**src/rtl/tsb_pkg.sv**
```systemverilog
package tsb_pkg;
  localparam int unsigned DEF_LINES  = 8;
  localparam int unsigned DEF_TRACES = 4;
  localparam int unsigned DEF_CNT_W  = 4;

  // flat position of cell (line, trace) in the counter grid
  function automatic int unsigned cell_idx(input int unsigned line,
                                           input int unsigned trace,
                                           input int unsigned traces);
    return line * traces + trace;
  endfunction
endpackage

```
**src/rtl/tsb_event_decode.sv**
```systemverilog
module tsb_event_decode
  import tsb_pkg::*;
#(
  parameter int unsigned NUM_LINES  = DEF_LINES,
  parameter int unsigned NUM_TRACES = DEF_TRACES,
  parameter int unsigned LINE_W     = $clog2(NUM_LINES),
  parameter int unsigned TRACE_W    = $clog2(NUM_TRACES),
  localparam int unsigned CELLS     = NUM_LINES * NUM_TRACES
) (
  input  logic               iss_vld,
  input  logic [LINE_W-1:0]  iss_line,
  input  logic [TRACE_W-1:0] iss_trace,
  input  logic               ret_vld,
  input  logic [LINE_W-1:0]  ret_line,
  input  logic [TRACE_W-1:0] ret_trace,
  input  logic               sq_vld,
  input  logic [TRACE_W-1:0] sq_trace,
  output logic [CELLS-1:0]   inc_vec,
  output logic [CELLS-1:0]   dec_vec,
  output logic [CELLS-1:0]   clr_vec
);
  for (genvar l = 0; l < NUM_LINES; l++) begin : g_line
    for (genvar t = 0; t < NUM_TRACES; t++) begin : g_trace
      localparam int unsigned IDX = cell_idx(l, t, NUM_TRACES);
      assign inc_vec[IDX] = iss_vld && (iss_line == LINE_W'(l)) && (iss_trace == TRACE_W'(t));
      assign dec_vec[IDX] = ret_vld && (ret_line == LINE_W'(l)) && (ret_trace == TRACE_W'(t));
      assign clr_vec[IDX] = sq_vld && (sq_trace == TRACE_W'(t));
    end
  end
endmodule

```
**src/rtl/tsb_cell.sv**
```systemverilog
module tsb_cell
  import tsb_pkg::*;
#(
  parameter int unsigned CNT_W = DEF_CNT_W
) (
  input  logic clk,
  input  logic rst,
  input  logic inc,
  input  logic dec,
  input  logic clr,
  output logic is_zero,
  output logic sat_hit,
  output logic uf_hit
);
  localparam logic [CNT_W-1:0] CNT_MAX = {CNT_W{1'b1}};

  logic [CNT_W-1:0] cnt;
  logic             inc_only, dec_only;

  // squash dominates; a paired issue/retire cancels out
  assign inc_only = inc && !dec && !clr;
  assign dec_only = dec && !inc && !clr;
  assign sat_hit  = inc_only && (cnt == CNT_MAX);
  assign uf_hit   = dec_only && (cnt == '0);
  assign is_zero  = (cnt == '0);

  always_ff @(posedge clk) begin
    if (rst)                                 cnt <= '0;
    else if (clr)                            cnt <= '0;
    else if (inc_only && cnt != CNT_MAX)     cnt <= cnt + 1'b1;
    else if (dec_only && cnt != '0)          cnt <= cnt - 1'b1;
  end

  assert_inc_step_R2: assert property (@(posedge clk) disable iff (rst)
    (inc_only && cnt != CNT_MAX) |=> (cnt == CNT_W'($past(cnt) + 1'b1)));

  assert_dec_step_R3: assert property (@(posedge clk) disable iff (rst)
    (dec_only && cnt != '0) |=> (cnt == CNT_W'($past(cnt) - 1'b1)));

  assert_col_clear_R5: assert property (@(posedge clk) disable iff (rst)
    clr |=> (cnt == '0));

  assert_no_overflow_R7: assert property (@(posedge clk) disable iff (rst)
    (inc && !dec && !clr && cnt == CNT_MAX) |=> (cnt == CNT_MAX));

  assert_no_underflow_R8: assert property (@(posedge clk) disable iff (rst)
    (dec && !inc && !clr && cnt == '0) |=> (cnt == '0));

  assert_pair_hold_R9: assert property (@(posedge clk) disable iff (rst)
    (inc && dec && !clr) |=> $stable(cnt));
endmodule

```
**src/rtl/tsb_row_guard.sv**
```systemverilog
module tsb_row_guard
  import tsb_pkg::*;
#(
  parameter int unsigned NUM_LINES  = DEF_LINES,
  parameter int unsigned NUM_TRACES = DEF_TRACES,
  localparam int unsigned CELLS     = NUM_LINES * NUM_TRACES
) (
  input  logic [CELLS-1:0]     cell_zero,
  output logic [NUM_LINES-1:0] evict_ok
);
  for (genvar l = 0; l < NUM_LINES; l++) begin : g_row
    assign evict_ok[l] = &cell_zero[l*NUM_TRACES +: NUM_TRACES];
  end
endmodule

```
**src/rtl/trace_scoreboard.sv**
```systemverilog
module trace_scoreboard
  import tsb_pkg::*;
#(
  parameter int unsigned NUM_LINES  = DEF_LINES,
  parameter int unsigned NUM_TRACES = DEF_TRACES,
  parameter int unsigned CNT_W      = DEF_CNT_W,
  localparam int unsigned LINE_W    = (NUM_LINES  > 1) ? $clog2(NUM_LINES)  : 1,
  localparam int unsigned TRACE_W   = (NUM_TRACES > 1) ? $clog2(NUM_TRACES) : 1
) (
  input  logic                 clk,
  input  logic                 rst,
  input  logic                 iss_vld,
  input  logic [LINE_W-1:0]    iss_line,
  input  logic [TRACE_W-1:0]   iss_trace,
  input  logic                 ret_vld,
  input  logic [LINE_W-1:0]    ret_line,
  input  logic [TRACE_W-1:0]   ret_trace,
  input  logic                 sq_vld,
  input  logic [TRACE_W-1:0]   sq_trace,
  output logic [NUM_LINES-1:0] evict_ok,
  output logic                 sat_flag,
  output logic                 underflow_err
);
  localparam int unsigned CELLS = NUM_LINES * NUM_TRACES;

  logic [CELLS-1:0] inc_vec, dec_vec, clr_vec;
  logic [CELLS-1:0] zero_vec, sat_vec, uf_vec;

  tsb_event_decode #(
    .NUM_LINES (NUM_LINES),
    .NUM_TRACES(NUM_TRACES),
    .LINE_W    (LINE_W),
    .TRACE_W   (TRACE_W)
  ) decode_i (
    .iss_vld  (iss_vld),
    .iss_line (iss_line),
    .iss_trace(iss_trace),
    .ret_vld  (ret_vld),
    .ret_line (ret_line),
    .ret_trace(ret_trace),
    .sq_vld   (sq_vld),
    .sq_trace (sq_trace),
    .inc_vec  (inc_vec),
    .dec_vec  (dec_vec),
    .clr_vec  (clr_vec)
  );

  for (genvar c = 0; c < CELLS; c++) begin : g_cell
    tsb_cell #(.CNT_W(CNT_W)) cell_i (
      .clk    (clk),
      .rst    (rst),
      .inc    (inc_vec[c]),
      .dec    (dec_vec[c]),
      .clr    (clr_vec[c]),
      .is_zero(zero_vec[c]),
      .sat_hit(sat_vec[c]),
      .uf_hit (uf_vec[c])
    );
  end

  tsb_row_guard #(
    .NUM_LINES (NUM_LINES),
    .NUM_TRACES(NUM_TRACES)
  ) guard_i (
    .cell_zero(zero_vec),
    .evict_ok (evict_ok)
  );

  always_ff @(posedge clk) begin
    if (rst) begin
      sat_flag      <= 1'b0;
      underflow_err <= 1'b0;
    end else begin
      sat_flag      <= |sat_vec;
      underflow_err <= |uf_vec;
    end
  end

  assert_issue_blocks_R2: assert property (@(posedge clk) disable iff (rst)
    (iss_vld && !(sq_vld && sq_trace == iss_trace)
     && !(ret_vld && ret_line == iss_line && ret_trace == iss_trace))
    |=> !evict_ok[$past(iss_line)]);

  assert_squash_quiet_R6: assert property (@(posedge clk) disable iff (rst)
    (sq_vld && !(iss_vld && iss_trace != sq_trace) && !(ret_vld && ret_trace != sq_trace))
    |=> (!sat_flag && !underflow_err));
endmodule

```
**config.mk**
```make
export PLATFORM = sky130hd
export DESIGN_NAME = trace_scoreboard
export DESIGN_NICKNAME = d
export VERILOG_FILES = /design/src/rtl/tsb_pkg.sv /design/src/rtl/tsb_event_decode.sv /design/src/rtl/tsb_cell.sv /design/src/rtl/tsb_row_guard.sv /design/src/rtl/trace_scoreboard.sv
export SDC_FILE = /design/constraint.sdc
export NUM_CORES = 1
export LEC_CHECK = 0
export BUFFER_PORTS_ARGS = -buffer_cell sky130_fd_sc_hd__clkbuf_2
export CAP_MARGIN = 30
export CORE_MARGIN = 5
export CORE_UTILIZATION = 50
export DETAILED_ROUTE_END_ITERATION = 8
export GPL_TIMING_DRIVEN = 0
export PLACE_DENSITY = 0.64
export SLEW_MARGIN = 20
export SYNTH_ARGS = -nofsm -noshare
export SYNTH_HDL_FRONTEND = slang
export SYNTH_HIERARCHICAL = 1
export SYNTH_SLANG_ARGS = --single-unit
export TNS_END_PERCENT = 100
```
**constraint.sdc**
```tcl
create_clock -name clk -period 4.1 [get_ports clk]
set_input_delay 1.23 -clock clk [delete_from_list [all_inputs] [get_ports clk]]
set_output_delay 1.23 -clock clk [all_outputs]
set_load 0.1 [all_outputs]
```
==> out/qor.yml, run 1 <==
outcome:
  status: "complete, no violations"
clock_network:
  cts_hold_buf: 0
  cts_num_sinks: 130
  cts_tree: "built"
  numCtsBuffers: 17
  clk_latency_ns: 0.43
  cts_buffer_depth: 2
  cts_root_buf: "clkbuf_16"
  h-tree-depth: 4
  post_cts_buffers: 0
  clk_pin_slew_ns: 0.06
  post_cts_resized: 0
final_layout:
  final_core_util_pct: 55.9
  final_common_cell: "a21oi_1"
  areaGrowthSynthToFinish_pct: 9.49
  layout-drive-gt1-share_pct: 22.2
  instances_no_fill: 1894
  num_antenna_cells: 0
  final_cell_mix: "a21oi_1 (162), dfxtp_1 (130), nor2_1 (129)"
  final_nets: 1664
  final_area_mm2: 0.0141
pwr:
  p_leak_nw: 4.85
  pwr_density_cell_mw_per_mm2: 246
  ir_drop_mv: 0.184
timing:
  skew_ns: 0.0144
  slew_viol_final: 0
  finalHoldViolations: 0
  tightestPinTransition_ns: 0.785
  fmax_ghz: 0.289
  setup_viol_count_final: 0
  rsz0062_at_grt: "no"
  finalCritPeriodShare_pct: 84.4
  final.setup.tns_ns: 0
  slew_headroom_pct: 47.2
  period_needed_ns: 3.46
placement:
  portBuffers: 26
  dp_cells: 1862
  dp_hpwl_mm: 23.8
  dpl_cell_area_mm2: 0.0135
  place.gp.congestion: 0.886
critical_path:
  path_class: "primary input to flip-flop"
  cpMaxStageDelayCell: "or4b_4"
  critical-path-top-delay-family: "simple AND/OR/NAND/NOR gates"
  cp-start-kind: "primary input"
  cp-end-kind: "flip-flop"
  slowest_delay_ns: 0.63
  rr_worst_depth: 5
  cp_max_fo: 8
  crit_buf_inv: 1
  crit_chain: "clkbuf_2 > or4b_4 > nor2_1 > nor2b_1 > nand3_1 > ha_1 > a21oi_1 > a211oi_1 > o211ai_2 > mux2i_1"
  critPathArrivalTime_ns: 3.78
  cp_data_required_time_ns: 4.42
  worst-path-stages: 10
routing:
  dr.first_iter.drc_count: 685
  detail_route.first_pass.iterations: 5
  viasPerCell: 6.13
  drt-wirelength-per-cell_um: 16.7
  ant_nets: 0
  via_count: 11600
  routed_wl_mm: 31.7
  remaining_drc_errors: 0
global_route:
  grt_first_pass_wirelength_mm: 52.9
  grt_max_degree: 67
  grt_pass1_vias: 10800
  grt_use_total_pct: 21.9
  antenna_found_initial: 0
  overflow: 0
synth:
  netlist.area_leader.share_pct: 20.2
  async_reset_ff_share_pct: 0
  synth_nets: 1616
  synth_area_mm2: 0.0129
  synth_cells: 1503
  synth.area.top_cells: "dfxtp_1 (20%), a21oi_1 (6.3%), ha_1 (6.2%)"
  synth_edf_count: 0
  synth_top_area_cell: "dfxtp_1"
  seq_area_frac_synth_pct: 20.2
  syn_avg_cell_area_um2: 8.58
  synth_warnings: 6
  synth_flop_cell: "dfxtp_1"
  synth.distinct_cells: 35
  ys_ff_latch: 130
floorplan:
  core.rowCount: 58
  die_h_um: 171
  start_util_pct: 51.1
  coreArea_mm2: 0.0253
  dieArea_mm2: 0.0291
  dieWidth_um: 171
  io_pins: 27
worst_hold_path:
  hold_path_class: "flip-flop to flip-flop"
  whs_path_depth: 2
run:
  maxCapViolCount: 0
==> Yosys cell counts (16+ instances only) <==
cell type and n:
o2bb2ai_2 32, a211oi_1 32, a2bb2oi_1 32, or3b_4 32, nand2b_1 36, nor2b_1 32
a21oi_1 162, inv_1 96, o21ai_0 64, nor4_2 32, a2111oi_1 32, nand3_1 96
mux2i_1 32, nand2_1 35, nor3b_1 33, buf_6 32, or3_2 64, nand4_1 34
or2_2 34, fa_1 32, dfxtp_1 130, buf_4 28, and4_1 44, xnor2_1 32
nor2_1 129, ha_1 64, o211ai_2 32, o221a_1 32, nor4_1 16
==> routing by layer <==
layer  up-vias  wire [um]  GRT usage (%)
li1       5839          -              -
met1      5513      15600           30.8
met2       229      14200           35.2
met3        31       1350           2.77
met4         0        516           6.39
met5         -          0              0
==> report_power, final <==
group          switching (mW)  internal, mW
Combinational           0.322         0.190
Sequential             0.0237          1.28
Clock                   0.617          1.05
Total                   0.963          2.51
==> sequential cells by signal, indices dropped and copies added, names as in the netlist <==
name	cells
g_cell.cell_i/cnt	128
sat_flag	1
underflow_err	1
==> worst register-to-register path, stage by stage (launching register included) <==
cell	delay, ns
dfxtp_1	0.39
nor4_2	0.47
nor3b_1	0.46
nor4_1	0.18
and4_1	0.23
a21oi_1	0.28
==> final timing paths <==
kind	start	end	slack, ns
worst max-delay path	iss_trace[1]	g_cell[8].cell_i/cnt[3]	0.64
worst min-delay path	g_cell[28].cell_i/cnt[3]	g_cell[28].cell_i/cnt[3]	0.51
worst max register to register	g_cell[14].cell_i/cnt[0]	underflow_err	1.97
worst min register to register	g_cell[28].cell_i/cnt[3]	g_cell[28].cell_i/cnt[3]	0.51
==> cells by family after synthesis <==
kind of cell	synth area share, %
xor gates and xnor gates	2.17
AOI/OAI and AO/OA	24.9
adders and majority gates	11.2
buffers and inverters	7.39
muxes	2.48
and+or+nand+nor	31.7
DFF	20.2
==> cell type report <==
class	count	area, um^2
fillers	2377	11100
multi-input cells	1211	9340
flip-flops and latches	130	2600
plain buffers	66	593
clock buffers	22	464
well taps	330	413
inverters	96	360
repair buffers	29	185
clock inverters	10	156
==> stage by stage <==
stage | worst slack [ns] | hold slack, ns | power [mW]
finish | 0.641 | 0.510 | 3.48
global route | 0.469 | 0.541 | 3.61
CTS | 0.674 | 0.519 | 3.50
detailed placement | 0.219 | 0.510 | 1.84
global placement | -0.993 | 0.491 | 1.83
floorplan | 0.757 | 0.479 | 1.71
Power figures use the tool's default switching activity.
==> run 2, diff against run 1 <==
--- a/config.mk
+++ b/config.mk
@@ -11,7 +11,7 @@
 export CORE_UTILIZATION = 50
 export DETAILED_ROUTE_END_ITERATION = 8
 export GPL_TIMING_DRIVEN = 0
-export PLACE_DENSITY = 0.64
+export PLACE_DENSITY = 0.66
 export SLEW_MARGIN = 20
 export SYNTH_ARGS = -nofsm -noshare
 export SYNTH_HDL_FRONTEND = slang
==> constraint.sdc (replaced) <==
create_clock -name clk -period 3 [get_ports clk]
set_input_delay 0.9 -clock clk [delete_from_list [all_inputs] [get_ports clk]]
set_output_delay 0.9 -clock clk [all_outputs]
set_load 0.1 [all_outputs]
==> run 2 against run 1 <==
Compared with the run above:
- sequential power rose by 37%
- non-clock buffer count fell by 3
- clock skew fell by 0.0035 ns
- total power rose by 35%
- clock power rose by 32%
- flip-flop and latch count did not move
- cell area rose by 2.1%
- critical path depth fell by 7
- via count rose by 0.28%
- cell count fell by 0.32%
- combinational power rose by 42%
- largest cell class unchanged
==> out/qor.yml, run 2 (synthesized netlist as in run 1, its figures left out) <==
final_layout:
  fillers: 2273
  largest_register_ffs: 128
  final_nets: 1661
  final_cell_mix: "a21oi_1 (162), dfxtp_1 (130), nor2_1 (122)"
  top_register: "g_cell.cell_i/cnt"
  num_antenna_cells: 0
  final_common_cell: "a21oi_1"
  areaGrowthSynthToFinish_pct: 11.8
  layout-drive-gt1-share_pct: 25.2
  reg.largest.list: "g_cell.cell_i/cnt: 128 flops, sat_flag: 1 flops, underflow_err: 1 flops"
timing:
  finalHoldViolations: 0
  rsz0062_at_grt: "yes"
  slew_headroom_pct: 59.8
  slew_viol_final: 0
  setup_viol_count_final: 0
  skew_ns: 0.0110
  hold_slack_ns: 0.512
  fmax_ghz: 0.340
  tightestPinTransition_ns: 0.597
  final.setup.tns_ns: 0
  finalCritPeriodShare_pct: 98.0
  period_needed_ns: 2.94
  final.setup.worst_slack_ns: 0.0591
routing:
  routed_wl_mm: 32.4
  drt-wirelength-per-cell_um: 17.2
  dr.first_iter.drc_count: 831
  viasPerCell: 6.17
  detail_route.first_pass.iterations: 5
  via_count: 11600
  ant_nets: 0
  remaining_drc_errors: 0
global_route:
  overflow: 0
  grt_pass1_vias: 11100
  grt_max_degree: 101
  grt_first_pass_wirelength_mm: 53.9
  antenna_found_initial: 0
  grt_use_total_pct: 22.2
floorplan:
  core.rowCount: 58
  coreArea_mm2: 0.0253
  start_util_pct: 51.1
  io_pins: 27
  die_h_um: 171
  dieArea_mm2: 0.0291
  dieWidth_um: 171
pwr:
  ir_drop_mv: 0.326
  p_leak_nw: 4.89
  pwr_density_cell_mw_per_mm2: 326
  design_power_total_mw: 4.70
clock_network:
  cts_root_buf: "clkbuf_16"
  numCtsBuffers: 17
  clk_pin_slew_ns: 0.06
  h-tree-depth: 4
  cts_buffer_depth: 2
  clk_latency_ns: 0.43
  cts_num_sinks: 130
  cts_tree: "built"
critical_path:
  cpMaxStageDelayCell: "nor4_2"
  cp_data_required_time_ns: 2.10
  cp_max_fo: 8
  slowest_delay_ns: 0.55
  path_class: "flip-flop to primary output"
  rrSetupSlack_ns: 0.95
  cp-end-kind: "primary output"
  critPathArrivalTime_ns: 2.04
  crit_chain: "nor4_2 > and4_1 > clkbuf_4"
  cp-start-kind: "flip-flop"
placement:
  dp_hpwl_mm: 23.9
  portBuffers: 26
  place.gp.congestion: 0.904
  post-place-ws_ns: -0.512
run:
  maxCapViolCount: 0
outcome:
  status: "complete, no violations"
worst_hold_path:
  hold_path_class: "flip-flop to flip-flop"
## run 2: cell types whose count changed in the layout (fill, tap and decap cells not counted), sizes merged
| cell | delta |
|---|---|
| clkbuf | -6 |
| buf | +5 |
| clkinv | -3 |
| bufinv | -1 |
| clkinvlp | -1 |
## run 2: routing by layer
layer / track usage [%] / part of all wire (%)
met5: 0 / 0
met4: 6.77 / 1.9
met3: 2.87 / 3.7
met2: 36.5 / 47
met1: 30.4 / 48
## run 2: where the power goes
group          internal [mW]  switching (mW)  leakage, nW
Sequential              1.75          0.0340         1.05
Combinational          0.276           0.449         3.54
Clock                   1.40           0.787        0.298
## run 2: final cells by class
class	instances	area (um^2)	share of cell area (%)
timing repair buffer	32	225	1.56
tap	330	413	2.86
clock inverter	5	100	0.694
multi-input combinational	1211	9640	66.9
buffer	60	571	3.96
inverter	96	360	2.50
clock buffer	24	502	3.48
sequential	130	2600	18.1
## run 2: critical path: cells and delay by family (launching register included)
kind / cells / cell delay, ns
AND/OR/NAND/NOR: 2 / 0.87
flip-flops: 1 / 0.40
buffers and inverters: 1 / 0.35
## run 2: path summary, 6_finish.rpt
check / startpoint / end / cells after the start
setup / recovery: g_cell[17].cell_i/cnt[0] / evict_ok[4] / 3
setup reg to reg: g_cell[17].cell_i/cnt[0] / g_cell[17].cell_i/cnt[3] / 7
hold reg to reg: g_cell[23].cell_i/cnt[3] / g_cell[23].cell_i/cnt[3] / 2
hold / removal: g_cell[23].cell_i/cnt[3] / g_cell[23].cell_i/cnt[3] / 2
## run 2: what timing repair did
item	4_1_cts	5_1_grt
gates resized for setup	11	56
setup endpoints to repair	10	56
hold buffers	0	0
pin swaps	0	4
buffers inserted	0	4
## run 2: per-stage QoR
stage | std cells | utilization [%] | area (um^2)
after detailed placement | 1861 | 53.4 | 13500
after CTS | 1890 | 56.0 | 14100
final | 1888 | 57.1 | 14400
after global placement | 1859 | 53.2 | 13400
after global routing | 1888 | 57.1 | 14400
after floorplan | 1503 | - | 12900
